`config.mk`:
```
export PLATFORM = sky130hd
export DESIGN_NAME = sector_unlock_seq
export DESIGN_NICKNAME = d
export VERILOG_FILES = /design/src/rtl/usq_pkg.sv /design/src/rtl/usq_delay_timer.sv /design/src/rtl/usq_bus_master.sv /design/src/rtl/usq_fsm.sv /design/src/rtl/sector_unlock_seq.sv
export SDC_FILE = /design/constraint.sdc
export NUM_CORES = 1
export LEC_CHECK = 0
export BUFFER_PORTS_ARGS = -buffer_cell sky130_fd_sc_hd__buf_2
export CAP_MARGIN = 20
export CORE_UTILIZATION = 60
export DETAILED_ROUTE_END_ITERATION = 8
export PLACE_DENSITY = 0.92
export SLEW_MARGIN = 20
export SYNTH_ARGS = -nofsm -noshare
export SYNTH_HDL_FRONTEND = slang
export SYNTH_HIERARCHICAL = 1
export SYNTH_SLANG_ARGS = --single-unit
```
`constraint.sdc`:
```
create_clock -name clk -period 3.8 [get_ports clk]
set_clock_uncertainty 0.2 [all_clocks]
set_input_delay 0.38 -clock clk [delete_from_list [all_inputs] [get_ports clk]]
set_output_delay 0.38 -clock clk [all_outputs]
set_load 0.05 [all_outputs]
```
`src/rtl/usq_pkg.sv`:
```
package usq_pkg;

   localparam logic [7:0]  CMD_UNLOCK  = 8'h60;
   localparam logic [7:0]  CMD_VERIFY  = 8'h40;
   localparam logic [11:0] TAG_ADDR_LO = 12'h042;

   typedef enum logic [3:0] {
      ST_IDLE,
      ST_SETUP,
      ST_PULSE_A,
      ST_PULSE_B,
      ST_PULSE_WAIT,
      ST_VFY_WR,
      ST_VFY_RD,
      ST_EXIT_WR,
      ST_DONE,
      ST_FAIL
   } seq_state_t;

endpackage

```
`src/rtl/usq_delay_timer.sv`:
```
module usq_delay_timer #(
   parameter int CNT_W = 8
) (
   input  logic             clk,
   input  logic             rst_n,
   input  logic             load,
   input  logic [CNT_W-1:0] value,
   output logic             zero
);

   logic [CNT_W-1:0] cnt_q;

   always_ff @(posedge clk or negedge rst_n) begin
      if (!rst_n) begin
         cnt_q <= '0;
      end else if (load) begin
         cnt_q <= value;
      end else if (cnt_q != '0) begin
         cnt_q <= cnt_q - 1'b1;
      end
   end

   assign zero = (cnt_q == '0);

endmodule

```
`src/rtl/usq_bus_master.sv`:
```
module usq_bus_master #(
   parameter int ADDR_W = 20,
   parameter int DATA_W = 8
) (
   input  logic              clk,
   input  logic              rst_n,
   input  logic              issue,
   input  logic              issue_wr,
   input  logic [ADDR_W-1:0] issue_addr,
   input  logic [DATA_W-1:0] issue_data,
   output logic [ADDR_W-1:0] bus_addr,
   output logic [DATA_W-1:0] bus_wdata,
   output logic              bus_wr,
   output logic              bus_rd,
   input  logic [DATA_W-1:0] bus_rdata,
   input  logic              bus_ack,
   output logic              op_done,
   output logic              rd_zero
);

   always_ff @(posedge clk or negedge rst_n) begin
      if (!rst_n) begin
         bus_addr  <= '0;
         bus_wdata <= '0;
         bus_wr    <= 1'b0;
         bus_rd    <= 1'b0;
         op_done   <= 1'b0;
         rd_zero   <= 1'b0;
      end else begin
         op_done <= 1'b0;
         if (issue) begin
            bus_addr  <= issue_addr;
            bus_wdata <= issue_wr ? issue_data : '0;
            bus_wr    <= issue_wr;
            bus_rd    <= !issue_wr;
         end else if ((bus_wr || bus_rd) && bus_ack) begin
            bus_wr  <= 1'b0;
            bus_rd  <= 1'b0;
            op_done <= 1'b1;
            if (bus_rd) begin
               rd_zero <= (bus_rdata == '0);
            end
         end
      end
   end

endmodule

```
`src/rtl/usq_fsm.sv`:
```
module usq_fsm
   import usq_pkg::*;
#(
   parameter int         ADDR_W      = 20,
   parameter int         NUM_SECTORS = 35,
   parameter int         SECT_LSB    = 12,
   parameter int         MAX_TRIES   = 1000,
   parameter int         SETUP_CYC   = 50,
   parameter int         PULSE_CYC   = 750000,
   parameter logic [7:0] RESET_CMD   = 8'hF0,
   parameter int         CNT_W       = 20,
   parameter int         TRY_W       = 10,
   parameter int         SECT_W      = 6
) (
   input  logic              clk,
   input  logic              rst_n,
   input  logic              start,
   input  logic              op_done,
   input  logic              rd_zero,
   input  logic              tmr_zero,
   output logic              issue,
   output logic              issue_wr,
   output logic [ADDR_W-1:0] issue_addr,
   output logic [7:0]        issue_cmd,
   output logic              tmr_load,
   output logic [CNT_W-1:0]  tmr_value,
   output logic              hv_en,
   output logic              done,
   output logic              fail
);

   localparam logic [SECT_W-1:0] LAST_SECT = SECT_W'(NUM_SECTORS - 1);
   localparam logic [TRY_W-1:0]  TRY_LIMIT = TRY_W'(MAX_TRIES);

   seq_state_t        state_q;
   logic              armed_q;
   logic [SECT_W-1:0] sect_q;
   logic [TRY_W-1:0]  tries_q;
   logic              is_wait;
   logic              is_bus;
   logic [ADDR_W-1:0] vfy_addr;

   assign is_wait  = (state_q == ST_SETUP) || (state_q == ST_PULSE_WAIT);
   assign is_bus   = (state_q == ST_PULSE_A) || (state_q == ST_PULSE_B) ||
                     (state_q == ST_VFY_WR)  || (state_q == ST_VFY_RD)  ||
                     (state_q == ST_EXIT_WR);
   assign vfy_addr = (ADDR_W'(sect_q) << SECT_LSB) | ADDR_W'(TAG_ADDR_LO);

   assign tmr_load  = is_wait && !armed_q;
   assign tmr_value = (state_q == ST_SETUP) ? CNT_W'(SETUP_CYC) : CNT_W'(PULSE_CYC);
   assign issue     = is_bus && !armed_q;

   always_comb begin
      issue_wr   = 1'b1;
      issue_addr = '0;
      issue_cmd  = '0;
      unique case (state_q)
         ST_PULSE_A: begin
            issue_cmd = CMD_UNLOCK;
         end
         ST_PULSE_B: begin
            issue_addr = ADDR_W'(TAG_ADDR_LO);
            issue_cmd  = CMD_UNLOCK;
         end
         ST_VFY_WR: begin
            issue_addr = vfy_addr;
            issue_cmd  = CMD_VERIFY;
         end
         ST_VFY_RD: begin
            issue_wr   = 1'b0;
            issue_addr = vfy_addr;
         end
         ST_EXIT_WR: begin
            issue_cmd = RESET_CMD;
         end
         default: begin
            issue_wr = 1'b1;
         end
      endcase
   end

   always_ff @(posedge clk or negedge rst_n) begin
      if (!rst_n) begin
         state_q <= ST_IDLE;
         armed_q <= 1'b0;
         sect_q  <= '0;
         tries_q <= '0;
         hv_en   <= 1'b0;
         done    <= 1'b0;
         fail    <= 1'b0;
      end else begin
         unique case (state_q)
            ST_IDLE, ST_DONE, ST_FAIL: begin
               if (start) begin
                  state_q <= ST_SETUP;
                  armed_q <= 1'b0;
                  sect_q  <= '0;
                  tries_q <= TRY_W'(1);
                  hv_en   <= 1'b1;
                  done    <= 1'b0;
                  fail    <= 1'b0;
               end
            end
            ST_SETUP, ST_PULSE_WAIT: begin
               if (!armed_q) begin
                  armed_q <= 1'b1;
               end else if (tmr_zero) begin
                  armed_q <= 1'b0;
                  state_q <= (state_q == ST_SETUP) ? ST_PULSE_A : ST_VFY_WR;
               end
            end
            default: begin
               if (!armed_q) begin
                  armed_q <= 1'b1;
               end else if (op_done) begin
                  armed_q <= 1'b0;
                  unique case (state_q)
                     ST_PULSE_A: state_q <= ST_PULSE_B;
                     ST_PULSE_B: state_q <= ST_PULSE_WAIT;
                     ST_VFY_WR:  state_q <= ST_VFY_RD;
                     ST_VFY_RD: begin
                        if (rd_zero) begin
                           if (sect_q == LAST_SECT) begin
                              hv_en   <= 1'b0;
                              state_q <= ST_EXIT_WR;
                           end else begin
                              sect_q  <= sect_q + 1'b1;
                              state_q <= ST_VFY_WR;
                           end
                        end else if (tries_q == TRY_LIMIT) begin
                           hv_en   <= 1'b0;
                           fail    <= 1'b1;
                           state_q <= ST_FAIL;
                        end else begin
                           tries_q <= tries_q + 1'b1;
                           state_q <= ST_PULSE_A;
                        end
                     end
                     ST_EXIT_WR: begin
                        done    <= 1'b1;
                        state_q <= ST_DONE;
                     end
                     default: state_q <= ST_IDLE;
                  endcase
               end
            end
         endcase
      end
   end

endmodule

```
`src/rtl/sector_unlock_seq.sv`:
```
module sector_unlock_seq #(
   parameter int         ADDR_W      = 20,
   parameter int         DATA_W      = 8,
   parameter int         NUM_SECTORS = 35,
   parameter int         SECT_LSB    = 12,
   parameter int         MAX_TRIES   = 1000,
   parameter int         SETUP_CYC   = 50,
   parameter int         PULSE_CYC   = 750000,
   parameter logic [7:0] RESET_CMD   = 8'hF0
) (
   input  logic              clk,
   input  logic              rst_n,
   input  logic              start,
   output logic [ADDR_W-1:0] bus_addr,
   output logic [DATA_W-1:0] bus_wdata,
   output logic              bus_wr,
   output logic              bus_rd,
   input  logic [DATA_W-1:0] bus_rdata,
   input  logic              bus_ack,
   output logic              hv_en,
   output logic              done,
   output logic              fail
);

   localparam int LONGEST = (SETUP_CYC > PULSE_CYC) ? SETUP_CYC : PULSE_CYC;
   localparam int CNT_W   = $clog2(LONGEST + 1);
   localparam int TRY_W   = $clog2(MAX_TRIES + 1);
   localparam int SECT_W  = $clog2(NUM_SECTORS);

   if (DATA_W < 8) begin : g_bad_data
      $error("DATA_W must be at least 8");
   end
   if (NUM_SECTORS < 2) begin : g_bad_sect
      $error("NUM_SECTORS must be at least 2");
   end
   if (SECT_LSB < 7 || SECT_LSB + SECT_W > ADDR_W) begin : g_bad_field
      $error("sector field does not fit the address");
   end
   if (MAX_TRIES < 1) begin : g_bad_tries
      $error("MAX_TRIES must be at least 1");
   end

   logic              issue;
   logic              issue_wr;
   logic [ADDR_W-1:0] issue_addr;
   logic [7:0]        issue_cmd;
   logic [DATA_W-1:0] issue_data;
   logic              op_done;
   logic              rd_zero;
   logic              tmr_load;
   logic [CNT_W-1:0]  tmr_value;
   logic              tmr_zero;

   if (DATA_W == 8) begin : g_data_byte
      assign issue_data = issue_cmd;
   end else begin : g_data_wide
      assign issue_data = {{(DATA_W-8){1'b0}}, issue_cmd};
   end

   usq_fsm #(
      .ADDR_W      (ADDR_W),
      .NUM_SECTORS (NUM_SECTORS),
      .SECT_LSB    (SECT_LSB),
      .MAX_TRIES   (MAX_TRIES),
      .SETUP_CYC   (SETUP_CYC),
      .PULSE_CYC   (PULSE_CYC),
      .RESET_CMD   (RESET_CMD),
      .CNT_W       (CNT_W),
      .TRY_W       (TRY_W),
      .SECT_W      (SECT_W)
   ) u_fsm (
      .clk        (clk),
      .rst_n      (rst_n),
      .start      (start),
      .op_done    (op_done),
      .rd_zero    (rd_zero),
      .tmr_zero   (tmr_zero),
      .issue      (issue),
      .issue_wr   (issue_wr),
      .issue_addr (issue_addr),
      .issue_cmd  (issue_cmd),
      .tmr_load   (tmr_load),
      .tmr_value  (tmr_value),
      .hv_en      (hv_en),
      .done       (done),
      .fail       (fail)
   );

   usq_delay_timer #(
      .CNT_W (CNT_W)
   ) u_tmr (
      .clk   (clk),
      .rst_n (rst_n),
      .load  (tmr_load),
      .value (tmr_value),
      .zero  (tmr_zero)
   );

   usq_bus_master #(
      .ADDR_W (ADDR_W),
      .DATA_W (DATA_W)
   ) u_bus (
      .clk        (clk),
      .rst_n      (rst_n),
      .issue      (issue),
      .issue_wr   (issue_wr),
      .issue_addr (issue_addr),
      .issue_data (issue_data),
      .bus_addr   (bus_addr),
      .bus_wdata  (bus_wdata),
      .bus_wr     (bus_wr),
      .bus_rd     (bus_rd),
      .bus_rdata  (bus_rdata),
      .bus_ack    (bus_ack),
      .op_done    (op_done),
      .rd_zero    (rd_zero)
   );

endmodule

```
==> results_dict.tcl <==
set metrics [dict create \
    yosys_warnings 6 \
    maxSlewHeadroom 0.485 \
    synth_seq_cells 76 \
    crit_required_ns 3.83 \
    whs_path_depth 4 \
    reg2reg_depth 8 \
    clk_pin_slew_ns 0.09 \
    rsz0062_at_grt "no" \
    drive_above_1_share 0.228 \
    postSynth.asyncResetShare 1.00 \
    synth_cell_types 55 \
    antenna_found_initial 0 \
    synth_flop_cell "dfrtp_1" \
    setup_viol 0 \
    max_clock_freq_ghz 0.337 \
    holdCritPathClass "in -> reg" \
    overflow 0 \
    dr.pass1.iters 5 \
    num_rows 30 \
    r2r-end "u_fsm/state_q[1]$_DFFE_PN0P_" \
    hp-start "bus_rdata[6]" \
    cts-root-buf "clkbuf_8" \
    die_height_um 86.2 \
    status "completed" \
    layout.nets 478 \
    gp_congestion 0.831 \
    p_leak_nw 2.05 \
    cp_max_fo 12 \
    portBuffers 44 \
    grt_max_degree 45 \
    fin_ws_ns 0.834 \
    r2r-start "u_tmr/cnt_q[17]$_DFFE_PN0P_" \
    grt_pass1_wl_mm 13.6 \
    post_cts_resized 0 \
    wl_per_cell_um 14.8 \
    via_count 3130 \
    pre_cts_ws_ns 0.874 \
    synth_area_um2 4260 \
    syn_inst 430 \
    areaGrowthSynthToFinish_pct 7.20 \
    cts-buffers-inserted 9 \
    slew_viol_final 0 \
    multi_input_area_um2 2000 \
    cap_violations 0 \
    core_region_area_um2 6830 \
    start_kind "flop" \
    viasPerCell 5.58 \
    grt_pass1_vias 2884 \
    diodes 0 \
    clk_latency_ns 0.35 \
    die-area_um2 7430 \
    clkSinkCount 76 \
    die_w_um 86.2 \
    htreeDepth 3 \
    post-route-min-period_ns 2.97 \
    worstSetupEndpointType "flop" \
    worstMarginPinSlew_ns 0.762 \
    synth-edff-count 0 \
    cts_tree "done" \
    final.setup.tns_ns 0 \
    initial_core_util 0.623 \
    regArea_um2 1900 \
    clockBufferDepth 2 \
    p_per_area_nw_per_um2 747 \
    ios 45 \
    grt.total_usage 0.238 \
    wl_mm 8.32 \
    vdd_drop_max_v 0.000461 \
    drt-initial-drc-count 188 \
    fillCellCount 529 \
    hold_viol 0 \
    avgSynthCellArea_um2 9.90 \
    yosysSeqAreaShare 0.447 \
    critPathArrivalTime_ns 3.00 \
    hold_end "u_bus/rd_zero$_DFFE_PN0P_" \
    ant_nets 0 \
    drcViolationCount 0 \
    crit_type "reg -> reg" \
    rrSetupSlack_ns 0.83 \
    min_period_over_period 0.781 \
    dp_hpwl_mm 5.57 \
]
-- placed cells by master (no fill, tap or decap), drive strengths merged, types with 4 or more instances in the layout --
cell / n
nor4: 6
conb: 27
xnor2: 13
buf: 48
clkbuf: 10
nand2: 34
and3: 5
ha: 6
nor3: 10
nand2b: 4
mux2: 23
nand3: 17
and2: 9
o21ai: 39
or4: 4
o31ai: 8
inv: 22
xor2: 17
dfrtp: 76
nor2: 29
nand4: 5
a21oi: 8
-- cells by family (layout without fill, tap and decap cells) --
kind of cell               after synthesis  count (layout)  share of synthesized area
xor gates and xnor gates                30              30                     0.0617
adders and majority gates                6               6                     0.0176
DFF                                     76              76                      0.447
other                                    2              27                    0.00176
AOI/OAI and AO/OA                       74              74                      0.116
and+or+nand+nor                        142             142                      0.185
buffers and inverters                   75              85                      0.106
muxes                                   25              25                     0.0656
-- through the flow --
step	std cells	hold WS, ns	util	cell area [um2]	total power [mW]
after floorplan	455	-0.116	-	4350	2.51
after global placement	544	0.280	0.637	4350	2.71
after detailed placement	544	0.288	0.637	4350	2.78
after CTS	560	0.0172	0.666	4550	3.42
after global routing	561	0.0863	0.668	4560	3.61
final	561	0.0942	0.668	4560	3.41
-- per-layer routing --
metal | up-vias | part of all wire | GRT usage
li1 | 1492 | - | -
met1 | 1521 | 0.43 | 0.288
met2 | 107 | 0.51 | 0.408
met3 | 10 | 0.045 | 0.0648
met4 | 0 | 0.017 | 0.0879
met5 | - | 0 | 0
-- Yosys cell counts, drive strengths merged, types with 3 or more instances --
cell type | instances | share of area
and2 | 9 | 0.013
dfrtp | 76 | 0.45
xnor2 | 13 | 0.027
nor3 | 10 | 0.012
a211oi | 3 | 0.0053
buf | 43 | 0.077
nor2 | 29 | 0.029
nor4 | 6 | 0.010
nand2b | 4 | 0.0059
or4 | 4 | 0.0088
o31ai | 8 | 0.015
nand4 | 5 | 0.0088
o21ai | 39 | 0.054
and3 | 5 | 0.0073
ha | 6 | 0.018
inv | 20 | 0.018
nand2 | 34 | 0.030
nor3b | 3 | 0.0053
clkbuf | 12 | 0.011
mux2 | 23 | 0.061
nand3 | 17 | 0.020
xor2 | 17 | 0.035
a21oi | 8 | 0.0094
or2 | 3 | 0.0050
or3 | 3 | 0.0044
-- how the worst max path moves through the flow --
stage / slack (ns) / from / endpoint
6_report: 0.83 / u_tmr/cnt_q[17]$_DFFE_PN0P_ / u_fsm/state_q[1]$_DFFE_PN0P_
5_1_grt: 0.72 / u_tmr/cnt_q[17]$_DFFE_PN0P_ / u_fsm/state_q[1]$_DFFE_PN0P_
4_1_cts: 0.85 / u_tmr/cnt_q[17]$_DFFE_PN0P_ / u_fsm/state_q[1]$_DFFE_PN0P_
3_5_place_dp: 0.87 / u_tmr/cnt_q[17]$_DFFE_PN0P_ / u_fsm/state_q[1]$_DFFE_PN0P_
3_3_place_gp: 0.95 / u_tmr/cnt_q[17]$_DFFE_PN0P_ / u_fsm/state_q[1]$_DFFE_PN0P_
2_1_floorplan: 1.07 / u_tmr/cnt_q[17]$_DFFE_PN0P_ / u_fsm/state_q[1]$_DFFE_PN0P_
-- registers in the layout, indices dropped and copies added, names as in the netlist, 4 cells and up --
name / flops
u_fsm/tries_q: 10
u_bus/bus_addr: 20
u_fsm/state_q: 4
u_tmr/cnt_q: 20
u_bus/bus_wdata: 8
u_fsm/sect_q: 6
-- final cells by class --
cell class / count / area share
Multi-Input combinational cell: 304 / 0.439
Clock buffer: 10 / 0.0280
Clock inverter: 6 / 0.0156
Timing Repair Buffer: 49 / 0.0576
Inverter: 20 / 0.0165
Tap cell: 96 / 0.0263
Sequential cell: 76 / 0.417
-- where the power goes --
part | internal [mW] | switching (mW)
Clock | 0.309 | 0.310
Combinational | 0.487 | 0.950
Sequential | 1.07 | 0.280
Total | 1.87 | 1.54
-- timing repair --
| action | in CTS | in global routing |
|---|---|---|
| setup buffers | 0 | 0 |
| hold buffers | 0 | 1 |
| setup endpoints to repair | 0 | 0 |
| endpoints found under the hold margin | 0 | 42 |
-- critical path, cell delays in order (launching register included) --
cell	delay, ns
dfrtp_1	0.40
or3_1	0.40
or4_4	0.55
nor2_8	0.21
nor3b_1	0.28
and2_1	0.17
a221oi_1	0.11
o21a_1	0.23
a311o_1	0.31
Note: power is estimated with default switching activity, not from simulation.
